[src/rtl/port_pin_pkg.sv]
package port_pin_pkg;
  localparam int ADDR_W = 2;
  localparam logic [ADDR_W-1:0] OFF_PIN  = 2'd0;
  localparam logic [ADDR_W-1:0] OFF_DATA = 2'd1;
  localparam logic [ADDR_W-1:0] OFF_DIR  = 2'd2;

  typedef struct packed {
    logic wrData;
    logic wrDir;
    logic rdPin;
    logic rdData;
    logic rdDir;
    logic capAddr;
  } portStrobes_t;
endpackage

[src/rtl/port_pin_ctrl.sv]
module port_pin_ctrl
  import port_pin_pkg::*;
(
  input  logic [ADDR_W-1:0] busAddr,
  input  logic              busWr,
  input  logic              busRd,
  input  logic              ale,
  output portStrobes_t      strobes
);
  logic hitPin, hitData, hitDir;

  always_comb begin
    hitPin  = (busAddr == OFF_PIN);
    hitData = (busAddr == OFF_DATA);
    hitDir  = (busAddr == OFF_DIR);
  end

  always_comb begin
    strobes.wrData  = busWr & hitData;
    strobes.wrDir   = busWr & hitDir;
    strobes.rdPin   = busRd & hitPin;
    strobes.rdData  = busRd & hitData;
    strobes.rdDir   = busRd & hitDir;
    strobes.capAddr = ale;
  end
endmodule

[src/rtl/port_pin_datapath.sv]
module port_pin_datapath
  import port_pin_pkg::*;
#(
  parameter int WIDTH = 8
) (
  input  logic             clk,
  input  logic             rstN,
  input  portStrobes_t     strobes,
  input  logic [WIDTH-1:0] busWData,
  input  logic [WIDTH-1:0] adIn,
  input  logic             addrSel,
  input  logic             openDrain,
  input  logic [WIDTH-1:0] padIn,
  output logic [WIDTH-1:0] padOut,
  output logic [WIDTH-1:0] padOe,
  output logic [WIDTH-1:0] busRData,
  output logic [WIDTH-1:0] dataQ,
  output logic [WIDTH-1:0] dirQ,
  output logic [WIDTH-1:0] addrQ
);
  always_ff @(posedge clk or negedge rstN) begin
    if (!rstN) begin
      dataQ <= '0;
      dirQ  <= '0;
      addrQ <= '0;
    end else begin
      if (strobes.wrData)  dataQ <= busWData;
      if (strobes.wrDir)   dirQ  <= busWData;
      if (strobes.capAddr) addrQ <= adIn;
    end
  end

  for (genvar i = 0; i < WIDTH; i++) begin : g_pin
    logic srcBit;
    always_comb begin
      srcBit = addrSel ? addrQ[i] : dataQ[i];
      if (openDrain) begin
        padOut[i] = 1'b0;
        padOe[i]  = dirQ[i] & ~srcBit;
      end else begin
        padOut[i] = srcBit;
        padOe[i]  = dirQ[i];
      end
    end
  end

  always_comb begin
    busRData = '0;
    if (strobes.rdPin)  busRData = padIn;
    if (strobes.rdData) busRData = dataQ;
    if (strobes.rdDir)  busRData = dirQ;
  end
endmodule

[src/rtl/port_pin_bank.sv]
module port_pin_bank
  import port_pin_pkg::*;
#(
  parameter int WIDTH = 8
) (
  input  logic              clk,
  input  logic              rstN,
  input  logic [ADDR_W-1:0] busAddr,
  input  logic              busWr,
  input  logic              busRd,
  input  logic [WIDTH-1:0]  busWData,
  output logic [WIDTH-1:0]  busRData,
  input  logic              ale,
  input  logic [WIDTH-1:0]  adIn,
  input  logic              addrSel,
  input  logic              openDrain,
  input  logic [WIDTH-1:0]  padIn,
  output logic [WIDTH-1:0]  padOut,
  output logic [WIDTH-1:0]  padOe
);
  portStrobes_t     strobes;
  logic [WIDTH-1:0] dataQ, dirQ, addrQ;

  port_pin_ctrl u_ctrl (
    .busAddr(busAddr), .busWr(busWr), .busRd(busRd), .ale(ale),
    .strobes(strobes)
  );

  port_pin_datapath #(.WIDTH(WIDTH)) u_dp (
    .clk(clk), .rstN(rstN), .strobes(strobes), .busWData(busWData),
    .adIn(adIn), .addrSel(addrSel), .openDrain(openDrain), .padIn(padIn),
    .padOut(padOut), .padOe(padOe), .busRData(busRData),
    .dataQ(dataQ), .dirQ(dirQ), .addrQ(addrQ)
  );
endmodule

[config.mk]
export PLATFORM = sky130hd
export DESIGN_NAME = port_pin_bank
export DESIGN_NICKNAME = d
export VERILOG_FILES = /design/src/rtl/port_pin_pkg.sv /design/src/rtl/port_pin_ctrl.sv /design/src/rtl/port_pin_datapath.sv /design/src/rtl/port_pin_bank.sv
export SDC_FILE = /design/constraint.sdc
export NUM_CORES = 1
export LEC_CHECK = 0
export BUFFER_PORTS_ARGS = -buffer_cell sky130_fd_sc_hd__buf_2
export CORE_MARGIN = 1
export CORE_UTILIZATION = 45
export CTS_BUF_LIST = sky130_fd_sc_hd__clkbuf_4
export CTS_CLUSTER_DIAMETER = 30
export DETAILED_ROUTE_END_ITERATION = 10
export GPL_TIMING_DRIVEN = 0
export PLACE_DENSITY = 0.76
export SLEW_MARGIN = 5
export SYNTH_ARGS = -nofsm -noshare
export SYNTH_HDL_FRONTEND = slang
export SYNTH_SLANG_ARGS = --single-unit
[constraint.sdc]
create_clock -name clk -period 0.9 [get_ports clk]
set_input_delay 0.045 -clock clk [delete_from_list [all_inputs] [get_ports clk]]
set_output_delay 0.045 -clock clk [all_outputs]
set_load 0.01 [all_outputs]
==> results_dict.tcl <==
set metrics [dict create \
    status "finished, violations left" \
    violations "design-rule violations, negative setup slack" \
    cts.sinks 24 \
    hold_viol 0 \
    viasPerCell 5.20 \
    worst-endpoint-arrival_ns 1.31 \
    max_clock_freq_mhz 736 \
    end_kind "output pin" \
    postRouteAntennaNets 0 \
    die_height_um 57.7 \
    crit_chain "mux2_4 -> a21boi_2 -> buf_2" \
    clock_latency_ns 0.30 \
    fp-row-count 19 \
    yosysWarnings 0 \
    antenna_cells 0 \
    multiInputGateArea_um2 863 \
    clockBufferDepth 2 \
    max-vdd-ir-drop_v 0.00108 \
    grt_pass1_vias 1221 \
    synth_area_leaders "dfrtp_1, mux2_2, mux2_4" \
    power.density_nw_per_um2 1470 \
    drc_errors 4 \
    syn-instance-count 113 \
    slew_headroom 0.551 \
    grt_pass1_wl_mm 5.70 \
    nNetsFinal 231 \
    max_stage_delay_ns 0.42 \
    grt_max_degree 25 \
    min_period_over_period 1.51 \
    firstDrtPassIters 7 \
    clkTransAtPathRegs_ns 0.13 \
    wl_per_cell_um 15.8 \
    syn_nets 146 \
    postLayoutCoreUtil 0.740 \
    die_w_um 57.7 \
    core_area_um2 2850 \
    cpMaxStageDelayCell "dfrtp_1" \
    cts_inserted_buffers 3 \
    grt_overflow 0 \
    cp_num_buf_inv 1 \
    synth-seq-cells 24 \
    synth_top_area_cell "dfrtp_1" \
    ys_async_sr_fraction 1.00 \
    critPathKind "reg2out" \
    ios 57 \
    syn_avg_cell_area_um2 12.4 \
    antenna_found_initial 0 \
    worstMarginPinSlew_ns 0.673 \
    seq_area_frac_synth 0.430 \
    cts.htree.levels 1 \
    maxCapViolations 0 \
    synth_cell_types 17 \
    synth.top_cell.area_share 0.430 \
    grt_usage 0.221 \
    slew_violations 0 \
    initial_core_util 0.490 \
    hold_path.class "in2reg" \
    fin_worst_skew_ns 0 \
    cts-root-buf "clkbuf_4" \
    synth_area_um2 1400 \
    die-area_um2 3330 \
    gp_congestion 0.753 \
    dp_hpwl_mm 2.46 \
    drt_iter0_markers 37 \
    cts_tree "done" \
    p_leak_nw 1.07 \
    io_buffers 53 \
    rsz0062_at_grt "true" \
    drive_above_1_share 0.602 \
    seq_area_um2 601 \
    ys.flop_type "dfrtp_1" \
    area_delta_synth_final_pct 51.1 \
    fillers 199 \
    setup_ws_ns -0.459 \
    synth_edf_count 0 \
    fin_crit_ns 1.36 \
    synthTopCellsByCount "dfrtp_1, mux2_2" \
    pre_cts_ws_ns -0.139 \
    vias 1181 \
    setup_viol 27 \
    cp-start-kind "flip-flop" \
    wl_mm 3.58 \
    required_ns 0.85 \
    cp_max_fo 2 \
    crit_family "flip-flops" \
]
## where the power goes
part	switching, mW	internal [mW]	total [mW]
Combinational	0.468	0.788	1.26
Sequential	0.133	1.25	1.38
Clock	0.312	0.156	0.468
## kinds of logic after synthesis
family / synth area share
buf+inv: 0.0233
compound gates: 0.0716
simple gates: 0.139
flops: 0.430
mux: 0.337
## registers in the layout, summed over array words and instances, names as in the netlist
register,cells
u_dp.dataQ,8
u_dp.addrQ,8
u_dp.dirQ,8
## area by class of cell
type	instances	area share
Tap cell	31	0.0184
Buffer	6	0.0154
Timing Repair Buffer	80	0.262
Multi-Input combinational cell	83	0.409
Clock buffer	3	0.0107
Sequential cell	24	0.284
## repair_timing
| action | in CTS | in global routing |
|---|---|---|
| resized for setup | 20 | 13 |
| pin swaps | 9 | 2 |
| setup buffers | 7 | 3 |
| cloned | 0 | 0 |
| setup endpoints to repair | 24 | 29 |
| endpoints found under the hold margin | 48 | 0 |
| hold buffers | 17 | 0 |
## placed cells by master, fill, tap and decap left out
cell type      count
clkbuf_4           3
clkbuf_1           2
dlygate4sd3_1     17
nand3b_2           1
buf_4              7
nand2_4            1
mux2_2            15
nand3_2            1
o21ai_1            8
buf_6              9
nor2b_1            4
nand2b_1           1
buf_2             51
a21boi_2           8
dfrtp_1           24
mux2_4            17
and2_1             7
nor2b_4            5
mux2i_1            8
nand3b_1           7
## metal layers
layer / track usage / up-vias / share of wire
li1: - / 569 / -
met4: 0.0272 / 0 / 0.0039
met5: 0 / - / 0
met2: 0.414 / 50 / 0.51
met1: 0.279 / 560 / 0.42
met3: 0.0290 / 2 / 0.057
## path summary, 6_finish.rpt
kind	from	endpoint	slack [ns]	cells after the start
setup reg to reg	u_dp.dataQ[4]$_DFFE_PN0P_	u_dp.dataQ[4]$_DFFE_PN0P_	-0.13	3
max in group asynchronous	rstN	u_dp.addrQ[5]$_DFFE_PN0P_	0.31	2
setup / recovery	u_dp.dataQ[6]$_DFFE_PN0P_	padOe[6]	-0.46	3
hold reg to reg	u_dp.addrQ[6]$_DFFE_PN0P_	u_dp.addrQ[6]$_DFFE_PN0P_	0.53	1
min in group asynchronous	rstN	u_dp.addrQ[3]$_DFFE_PN0P_	0.23	2
hold / removal	ale	u_dp.addrQ[3]$_DFFE_PN0P_	0.12	2
## through the flow
stage	TNS, ns	hold WS (ns)	area, um^2	total power [mW]	instances
3_5_place_dp	-3.99	0.0626	1730	2.32	197
3_3_place_gp	-3.33	0.0561	1730	2.28	197
2_1_floorplan	0	-0.251	1430	1.97	113
4_1_cts	-9.71	0.123	2030	2.99	224
5_1_grt	-11.47	0.121	2110	3.27	227
6_report	-10.11	0.119	2110	3.11	227
Note: power is estimated with default switching activity, not from simulation.
